===== src/rtl/rot_cf_pkg.sv =====
package rot_cf_pkg;

   localparam real TWO_PI = 6.283185307179586;

   // nearest integer, halves away from zero
   function automatic int round_near(input real x);
      if (x >= 0.0) return $rtoi(x + 0.5);
      return -$rtoi(-x + 0.5);
   endfunction

   // fixed-point cosine or sine of step idx out of 2^steps_log2 per turn
   function automatic int trig_coef(input int idx, input int steps_log2,
                                    input int frac, input bit want_sin);
      real a;
      real r;
      a = TWO_PI * real'(idx) / (2.0 ** steps_log2);
      r = want_sin ? $sin(a) : $cos(a);
      return round_near(r * (2.0 ** frac));
   endfunction

   // 2*pi scaled by 2^frac
   function automatic int turn_scale(input int frac);
      return round_near(TWO_PI * (2.0 ** frac));
   endfunction

endpackage


===== src/rtl/rot_coarse_lut.sv =====
module rot_coarse_lut #(
   parameter int ANG_W  = 12,
   parameter int HI_W   = 6,
   parameter int DAT_W  = 12,
   parameter int CF     = 14,
   parameter int COEF_W = 16,
   parameter int RF     = 16,
   parameter int RAD_W  = 14
) (
   input  logic                     clk,
   input  logic                     rst,
   input  logic                     in_vld,
   input  logic [ANG_W-1:0]         in_ang,
   input  logic signed [DAT_W-1:0]  in_i,
   input  logic signed [DAT_W-1:0]  in_q,
   output logic                     s1_vld,
   output logic signed [DAT_W-1:0]  s1_vec [2],
   output logic signed [COEF_W-1:0] s1_cos,
   output logic signed [COEF_W-1:0] s1_sin,
   output logic [RAD_W-1:0]         s1_rad
);
   localparam int TAB_N = 1 << HI_W;
   localparam int LO_W  = ANG_W - HI_W;
   localparam int PW    = LO_W + RF + 4;
   localparam int RAD_K = rot_cf_pkg::turn_scale(RF);

   logic signed [COEF_W-1:0] cos_tab [TAB_N];
   logic signed [COEF_W-1:0] sin_tab [TAB_N];

   for (genvar g = 0; g < TAB_N; g++) begin : g_tab
      localparam int CV = rot_cf_pkg::trig_coef(g, HI_W, CF, 1'b0);
      localparam int SV = rot_cf_pkg::trig_coef(g, HI_W, CF, 1'b1);
      assign cos_tab[g] = COEF_W'(CV);
      assign sin_tab[g] = COEF_W'(SV);
   end

   logic [HI_W-1:0] hi_idx;
   logic [LO_W-1:0] lo_bits;
   logic [PW-1:0]   rad_prod;

   assign hi_idx   = in_ang[ANG_W-1 -: HI_W];
   assign lo_bits  = in_ang[LO_W-1:0];
   // residual in radians with RF fraction bits, rounded
   assign rad_prod = PW'(lo_bits) * PW'(RAD_K) + (PW'(1) << (ANG_W - 1));

   always_ff @(posedge clk) begin
      if (rst) begin
         s1_vld    <= 1'b0;
         s1_vec[0] <= '0;
         s1_vec[1] <= '0;
         s1_cos    <= '0;
         s1_sin    <= '0;
         s1_rad    <= '0;
      end else begin
         s1_vld <= in_vld;
         if (in_vld) begin
            s1_vec[0] <= in_i;
            s1_vec[1] <= in_q;
            s1_cos    <= cos_tab[hi_idx];
            s1_sin    <= sin_tab[hi_idx];
            s1_rad    <= RAD_W'(rad_prod >> ANG_W);
         end
      end
   end
endmodule


===== src/rtl/rot_coarse_mul.sv =====
module rot_coarse_mul #(
   parameter int DAT_W  = 12,
   parameter int COEF_W = 16,
   parameter int CF     = 14,
   parameter int GRD    = 2,
   parameter int MID_W  = 15,
   parameter int RAD_W  = 14
) (
   input  logic                     clk,
   input  logic                     rst,
   input  logic                     s1_vld,
   input  logic signed [DAT_W-1:0]  s1_vec [2],
   input  logic signed [COEF_W-1:0] s1_cos,
   input  logic signed [COEF_W-1:0] s1_sin,
   input  logic [RAD_W-1:0]         s1_rad,
   output logic                     s2_vld,
   output logic signed [MID_W-1:0]  s2_vec [2],
   output logic [RAD_W-1:0]         s2_rad
);
   localparam int PW = DAT_W + COEF_W + 1;
   localparam int SH = CF - GRD;

   logic signed [MID_W-1:0] nxt [2];

   // lane 0: I*c - Q*s ; lane 1: Q*c + I*s
   for (genvar l = 0; l < 2; l++) begin : g_lane
      logic signed [PW-1:0] acc;
      if (l == 0) begin : g_sub
         assign acc = PW'(s1_vec[0]) * PW'(s1_cos) - PW'(s1_vec[1]) * PW'(s1_sin)
                    + (PW'(1) <<< (SH - 1));
      end else begin : g_add
         assign acc = PW'(s1_vec[1]) * PW'(s1_cos) + PW'(s1_vec[0]) * PW'(s1_sin)
                    + (PW'(1) <<< (SH - 1));
      end
      assign nxt[l] = MID_W'(acc >>> SH);
   end

   always_ff @(posedge clk) begin
      if (rst) begin
         s2_vld    <= 1'b0;
         s2_vec[0] <= '0;
         s2_vec[1] <= '0;
         s2_rad    <= '0;
      end else begin
         s2_vld <= s1_vld;
         if (s1_vld) begin
            s2_vec[0] <= nxt[0];
            s2_vec[1] <= nxt[1];
            s2_rad    <= s1_rad;
         end
      end
   end
endmodule


===== src/rtl/rot_fine_adj.sv =====
module rot_fine_adj #(
   parameter int DAT_W = 12,
   parameter int MID_W = 15,
   parameter int GRD   = 2,
   parameter int RF    = 16,
   parameter int RAD_W = 14
) (
   input  logic                    clk,
   input  logic                    rst,
   input  logic                    s2_vld,
   input  logic signed [MID_W-1:0] s2_vec [2],
   input  logic [RAD_W-1:0]        s2_rad,
   output logic                    out_vld,
   output logic signed [DAT_W-1:0] out_vec [2]
);
   localparam int PW = MID_W + RAD_W + 2;
   localparam int SW = MID_W + 1;
   localparam int RW = SW - GRD;
   localparam logic signed [RW-1:0] TOP = RW'((1 <<< (DAT_W - 1)) - 1);
   localparam logic signed [RW-1:0] BOT = -TOP - RW'(1);

   logic signed [RAD_W:0]   rad_s;
   logic signed [DAT_W-1:0] nxt [2];

   assign rad_s = {1'b0, s2_rad};

   // lane 0: In - Qn*t ; lane 1: Qn + In*t
   for (genvar l = 0; l < 2; l++) begin : g_lane
      logic signed [PW-1:0]    tilt;
      logic signed [MID_W-1:0] corr;
      logic signed [SW-1:0]    sum;
      logic signed [RW-1:0]    rnd;
      logic signed [DAT_W-1:0] sat;

      assign tilt = PW'(s2_vec[1-l]) * PW'(rad_s) + (PW'(1) <<< (RF - 1));
      assign corr = MID_W'(tilt >>> RF);
      if (l == 0) begin : g_sub
         assign sum = SW'(s2_vec[0]) - SW'(corr) + (SW'(1) <<< (GRD - 1));
      end else begin : g_add
         assign sum = SW'(s2_vec[1]) + SW'(corr) + (SW'(1) <<< (GRD - 1));
      end
      assign rnd = RW'(sum >>> GRD);

      always_comb begin
         if (rnd > TOP)      sat = DAT_W'(TOP);
         else if (rnd < BOT) sat = DAT_W'(BOT);
         else                sat = DAT_W'(rnd);
      end
      assign nxt[l] = sat;
   end

   always_ff @(posedge clk) begin
      if (rst) begin
         out_vld    <= 1'b0;
         out_vec[0] <= '0;
         out_vec[1] <= '0;
      end else begin
         out_vld <= s2_vld;
         if (s2_vld) begin
            out_vec[0] <= nxt[0];
            out_vec[1] <= nxt[1];
         end
      end
   end
endmodule


===== src/rtl/rot_cf_top.sv =====
module rot_cf_top #(
   parameter int ANG_W = 12,
   parameter int HI_W  = 6,
   parameter int DAT_W = 12,
   parameter int CF    = 14,
   parameter int GRD   = 2,
   parameter int RF    = 16
) (
   input  logic                    clk,
   input  logic                    rst,
   input  logic                    in_vld,
   input  logic [ANG_W-1:0]        in_ang,
   input  logic signed [DAT_W-1:0] in_i,
   input  logic signed [DAT_W-1:0] in_q,
   output logic                    out_vld,
   output logic signed [DAT_W-1:0] out_i,
   output logic signed [DAT_W-1:0] out_q
);
   localparam int COEF_W = CF + 2;
   localparam int MID_W  = DAT_W + 1 + GRD;
   localparam int RAD_W  = RF + 4 - HI_W;

   if (HI_W < 2 || HI_W > 8 || HI_W >= ANG_W) begin : g_bad_hi
      $error("rot_cf_top: coarse field width must be 2..8 and narrower than the angle");
   end
   if (GRD < 1 || CF <= GRD) begin : g_bad_grd
      $error("rot_cf_top: need at least one guard bit and more coefficient bits than guard bits");
   end
   if (RF < HI_W || DAT_W < 4) begin : g_bad_misc
      $error("rot_cf_top: residual fraction or data width too small");
   end

   logic                    s1_vld;
   logic signed [DAT_W-1:0] s1_vec [2];
   logic signed [COEF_W-1:0] s1_cos;
   logic signed [COEF_W-1:0] s1_sin;
   logic [RAD_W-1:0]        s1_rad;
   logic                    s2_vld;
   logic signed [MID_W-1:0] s2_vec [2];
   logic [RAD_W-1:0]        s2_rad;
   logic signed [DAT_W-1:0] res_vec [2];

   rot_coarse_lut #(
      .ANG_W(ANG_W), .HI_W(HI_W), .DAT_W(DAT_W), .CF(CF),
      .COEF_W(COEF_W), .RF(RF), .RAD_W(RAD_W)
   ) lut_i (
      .clk(clk), .rst(rst), .in_vld(in_vld), .in_ang(in_ang),
      .in_i(in_i), .in_q(in_q), .s1_vld(s1_vld), .s1_vec(s1_vec),
      .s1_cos(s1_cos), .s1_sin(s1_sin), .s1_rad(s1_rad)
   );

   rot_coarse_mul #(
      .DAT_W(DAT_W), .COEF_W(COEF_W), .CF(CF), .GRD(GRD),
      .MID_W(MID_W), .RAD_W(RAD_W)
   ) mul_i (
      .clk(clk), .rst(rst), .s1_vld(s1_vld), .s1_vec(s1_vec),
      .s1_cos(s1_cos), .s1_sin(s1_sin), .s1_rad(s1_rad),
      .s2_vld(s2_vld), .s2_vec(s2_vec), .s2_rad(s2_rad)
   );

   rot_fine_adj #(
      .DAT_W(DAT_W), .MID_W(MID_W), .GRD(GRD), .RF(RF), .RAD_W(RAD_W)
   ) fine_i (
      .clk(clk), .rst(rst), .s2_vld(s2_vld), .s2_vec(s2_vec),
      .s2_rad(s2_rad), .out_vld(out_vld), .out_vec(res_vec)
   );

   assign out_i = res_vec[0];
   assign out_q = res_vec[1];
endmodule


===== config.mk =====
export PLATFORM = sky130hd
export DESIGN_NAME = rot_cf_top
export DESIGN_NICKNAME = d
export VERILOG_FILES = /design/src/rtl/rot_cf_pkg.sv /design/src/rtl/rot_coarse_lut.sv /design/src/rtl/rot_coarse_mul.sv /design/src/rtl/rot_fine_adj.sv /design/src/rtl/rot_cf_top.sv
export SDC_FILE = /design/constraint.sdc
export NUM_CORES = 2
export LEC_CHECK = 0
export CORE_MARGIN = 2
export CORE_UTILIZATION = 45
export CTS_CLUSTER_SIZE = 20
export DETAILED_ROUTE_END_ITERATION = 10
export DONT_BUFFER_PORTS = 1
export HOLD_SLACK_MARGIN = 0.03
export PLACE_DENSITY = 0.61
export SLEW_MARGIN = 25
export SYNTH_ARGS = -nofsm -noshare
export SYNTH_HDL_FRONTEND = slang
export SYNTH_SLANG_ARGS = --single-unit
export TNS_END_PERCENT = 5

===== constraint.sdc =====
create_clock -name clk -period 11.6 [get_ports clk]
set_input_delay 0 -clock clk [delete_from_list [all_inputs] [get_ports clk]]
set_output_delay 0 -clock clk [all_outputs]
set_load 0.02 [all_outputs]

==> flow_metrics.py <==
metrics = {
    "status": {
        "status": "completed",
    },
    "logic_synthesis": {
        "synth_warnings": 0,
        "avgSynthCellArea_sq_um": 9.11,
        "synth_area_sq_mm": 0.0525,
        "ys_seq_elements": 141,
        "ys_types": 79,
        "ys_async_sr_fraction": 0,
        "ys_top_cells_by_area": "fa_1, ha_1, inv_1",
        "yosys.area.top_type": "fa_1",
        "netlist.area_leader.share": 0.465,
        "syn_nets": 7528,
        "synth_flop_cell": "dfxtp_1",
        "synth_cells": 5760,
        "yosysSeqAreaShare": 0.0538,
        "synth_edf_count": 0,
    },
    "grt": {
        "track_usage": 0.241,
        "grt_pass1_vias": 40600,
        "grt_first_pass_wirelength_um": 226000,
        "overflow": 0,
        "grt_max_degree": 143,
        "antenna_found_initial": 3,
    },
    "timing": {
        "hold_viol": 0,
        "worst_slack_ns": 1.99,
        "fin_crit_ns": 9.61,
        "finalSetupViolCount": 0,
        "skew_ns": 0.0228,
        "fin_tns_setup_ns": 0,
        "worstMarginPinSlew_ns": 0.984,
        "timing.fmax_mhz": 104,
        "rsz0062_at_grt": "false",
        "finalCritPeriodShare": 0.829,
        "final-max-slew-violation-count": 0,
        "max_slew_margin": 0.343,
    },
    "hold_path": {
        "min_path_type": "in -> reg",
        "hold_end": "lut_i.s1_sin[4]",
        "holdPathStages": 4,
        "hold_start": "in_ang[9]",
    },
    "drt": {
        "wl_um": 136000,
        "vias": 37400,
        "drc": 0,
        "drtIter0Drc": 2449,
        "wl_per_cell_um": 19.0,
        "drtAntennaViolNets": 0,
        "viasPerCell": 5.23,
        "first_pass_iters": 6,
    },
    "placement": {
        "dp_hpwl_um": 105000,
        "numPortBuffers": 0,
        "dpl.cell_count": 7079,
        "globalplace.congestion": 0.866,
        "dpl_worst_slack_ns": 2.04,
        "dpl_cell_area_sq_mm": 0.0539,
    },
    "worst_setup_path": {
        "crit_top_cell": "fa_1",
        "max_stage_delay_ns": 0.89,
        "required_ns": 12.02,
        "crit_path_start_kind": "register",
        "crit_path_top_delay_cell": "dfxtp_1",
        "crit_type": "reg -> reg",
        "reg2regPathDepth": 33,
        "r2r_setup_slack_ns": 1.99,
        "rr_startpoint": "mul_i.s2_rad[2]",
        "r2r-end": "fine_i.out_vec[12]",
        "cp_data_arrival_time_ns": 10.04,
        "cp_max_fo": 21,
        "critPathCaptureType": "register",
    },
    "final_layout": {
        "finalInstanceArea_sq_mm": 0.0551,
        "area_growth_pct": 4.91,
        "final_layout_size_suffix_gt1_frac": 0.0273,
        "final_nets": 7391,
        "finalNonFillerCells": 7162,
    },
    "pwr": {
        "p_leak_uw": 0.0281,
        "peakVddDrop_mv": 0.269,
        "p_per_area_mw_per_mm2": 123,
    },
    "job": {
        "drv_cap": 0,
    },
    "clock_tree": {
        "cts_tree": "done",
        "cts_sinks": 141,
        "clockBufferDepth": 2,
        "cts_buffers": 17,
        "postCtsSetupBuffers": 0,
        "clockRootBuffer": "clkbuf_16",
        "clk_latency_ns": 0.53,
        "clk_pin_slew_worst_paths_ns": 0.07,
        "htree_levels": 4,
    },
    "floorplanning": {
        "die_h_um": 346,
        "start_util": 0.453,
        "ioPinCount": 64,
        "dieArea_sq_mm": 0.119,
        "rows": 125,
        "die_w_um": 346,
        "fp.coreArea_sq_mm": 0.116,
    },
}
state kept, by name, indices dropped and copies added (netlist names):
| name | flops |
|---|---|
| mul_i.s2_vld | 1 |
| lut_i.s1_sin | 16 |
| fine_i.out_vec | 24 |
| lut_i.s1_rad | 14 |
| lut_i.s1_vld | 1 |
| fine_i.out_vld | 1 |
| mul_i.s2_vec | 30 |
| lut_i.s1_cos | 16 |
| lut_i.s1_vec | 24 |
| mul_i.s2_rad | 14 |
worst max-delay path, delay by kind of cell, from the launching register on:
kind / cells / cell delay (ns)
AND/OR/NAND/NOR: 9 / 1.84
buffers and inverters: 4 / 0.47
adder cells (fa/ha/maj): 9 / 3.70
AO/OA/AOI/OAI: 10 / 2.50
XOR/XNOR: 1 / 0.09
flip-flops: 1 / 0.89
area by class of cell:
cell class / count / area [sq um]
Fill cell: 10900 / 60800
Multi-Input combinational cell: 4052 / 43800
Inverter: 1279 / 4800
Sequential cell: 141 / 2830
Tap cell: 1524 / 1910
Timing Repair Buffer: 132 / 1160
Clock buffer: 20 / 457
Clock inverter: 12 / 138
Antenna cell: 2 / 5.00
per-layer routing:
| metal | routed length (um) | vias to the layer above | share of wire | global-route usage |
|---|---|---|---|---|
| met5 | 0 | - | 0 | 0 |
| met4 | 3730 | 0 | 0.027 | 0.0666 |
| met3 | 8080 | 158 | 0.059 | 0.0306 |
| met2 | 63800 | 1109 | 0.47 | 0.394 |
| met1 | 60700 | 19200 | 0.45 | 0.338 |
| li1 | - | 16900 | - | - |
cells in the final DEF, fill, tap and decap left out, drive strengths merged, types with 12 or more instances in the layout:
master / Yosys / routed
nor2b: 17 / 17
inv: 1277 / 1279
dlygate4sd3: 0 / 44
o21a: 14 / 14
nor3: 42 / 42
a211oi: 45 / 45
nor2: 245 / 245
o21ai: 83 / 83
nand3: 35 / 35
buf: 14 / 88
or3: 19 / 19
nand2: 711 / 711
mux2i: 71 / 71
clkbuf: 274 / 20
fa: 1219 / 1219
nand2b: 49 / 49
xnor2: 109 / 109
a21oi: 126 / 126
xor2: 38 / 38
and2: 503 / 503
ha: 510 / 510
o211ai: 21 / 21
dfxtp: 141 / 141
a21o: 34 / 34
o32ai: 12 / 12
worst max-delay path by stage:
stage,startpoint,endpoint,slack (ns),cells after the start
floorplan,mul_i.s2_rad[1],fine_i.out_vec[10],3.21,35
global placement,mul_i.s2_rad[4],fine_i.out_vec[4],2.02,33
detailed placement,mul_i.s2_rad[2],fine_i.out_vec[12],2.04,33
CTS,mul_i.s2_rad[2],fine_i.out_vec[12],2.02,33
global route,mul_i.s2_rad[2],fine_i.out_vec[12],1.37,36
finish,mul_i.s2_rad[2],fine_i.out_vec[12],1.99,33
synthesized netlist by cell type (9+ instances only):
cell type,instances
o21ai_0,76
fa_1,1219
and3_1,11
inv_1,1277
nor2b_1,17
nand2b_1,49
o21bai_1,11
a211oi_1,44
nor3_1,41
and2_1,503
ha_1,510
xor2_1,38
mux2i_1,71
o32ai_2,10
or3_1,19
nor2_1,245
nand4_1,11
buf_1,9
a21oi_1,125
o211ai_1,20
dfxtp_1,141
a21o_1,34
clkbuf_1,274
a31oi_1,10
o21a_1,14
nand2_1,711
nand3_1,35
xnor2_1,109
through the flow:
stage | hold slack, ns | total power, uW | util
floorplan | 0.148 | 4430 | -
global placement | 0.0788 | 6050 | 0.465
detailed placement | 0.0855 | 6110 | 0.465
CTS | 0.0310 | 6810 | 0.475
global route | 0.0777 | 7470 | 0.475
finish | 0.0709 | 6760 | 0.475
report_power, final:
| group | total (uW) | internal [uW] | switching, uW |
|---|---|---|---|
| Combinational | 5350 | 2110 | 3240 |
| Clock | 607 | 328 | 278 |
| Sequential | 805 | 561 | 244 |
timing repair:
item / CTS / global route
endpoints found under the hold margin: 138 / 0
hold buffers: 49 / 0
gates resized for setup: 0 / 0
logic make-up after synthesis:
logic type	synth area share
adders and majority gates	0.586
AOI/OAI and AO/OA	0.0565
and+or+nand+nor	0.152
DFF	0.0538
xor gates and xnor gates	0.0245
muxes	0.0140
buffers and inverters	0.112
(Power assumes the default switching activity.)
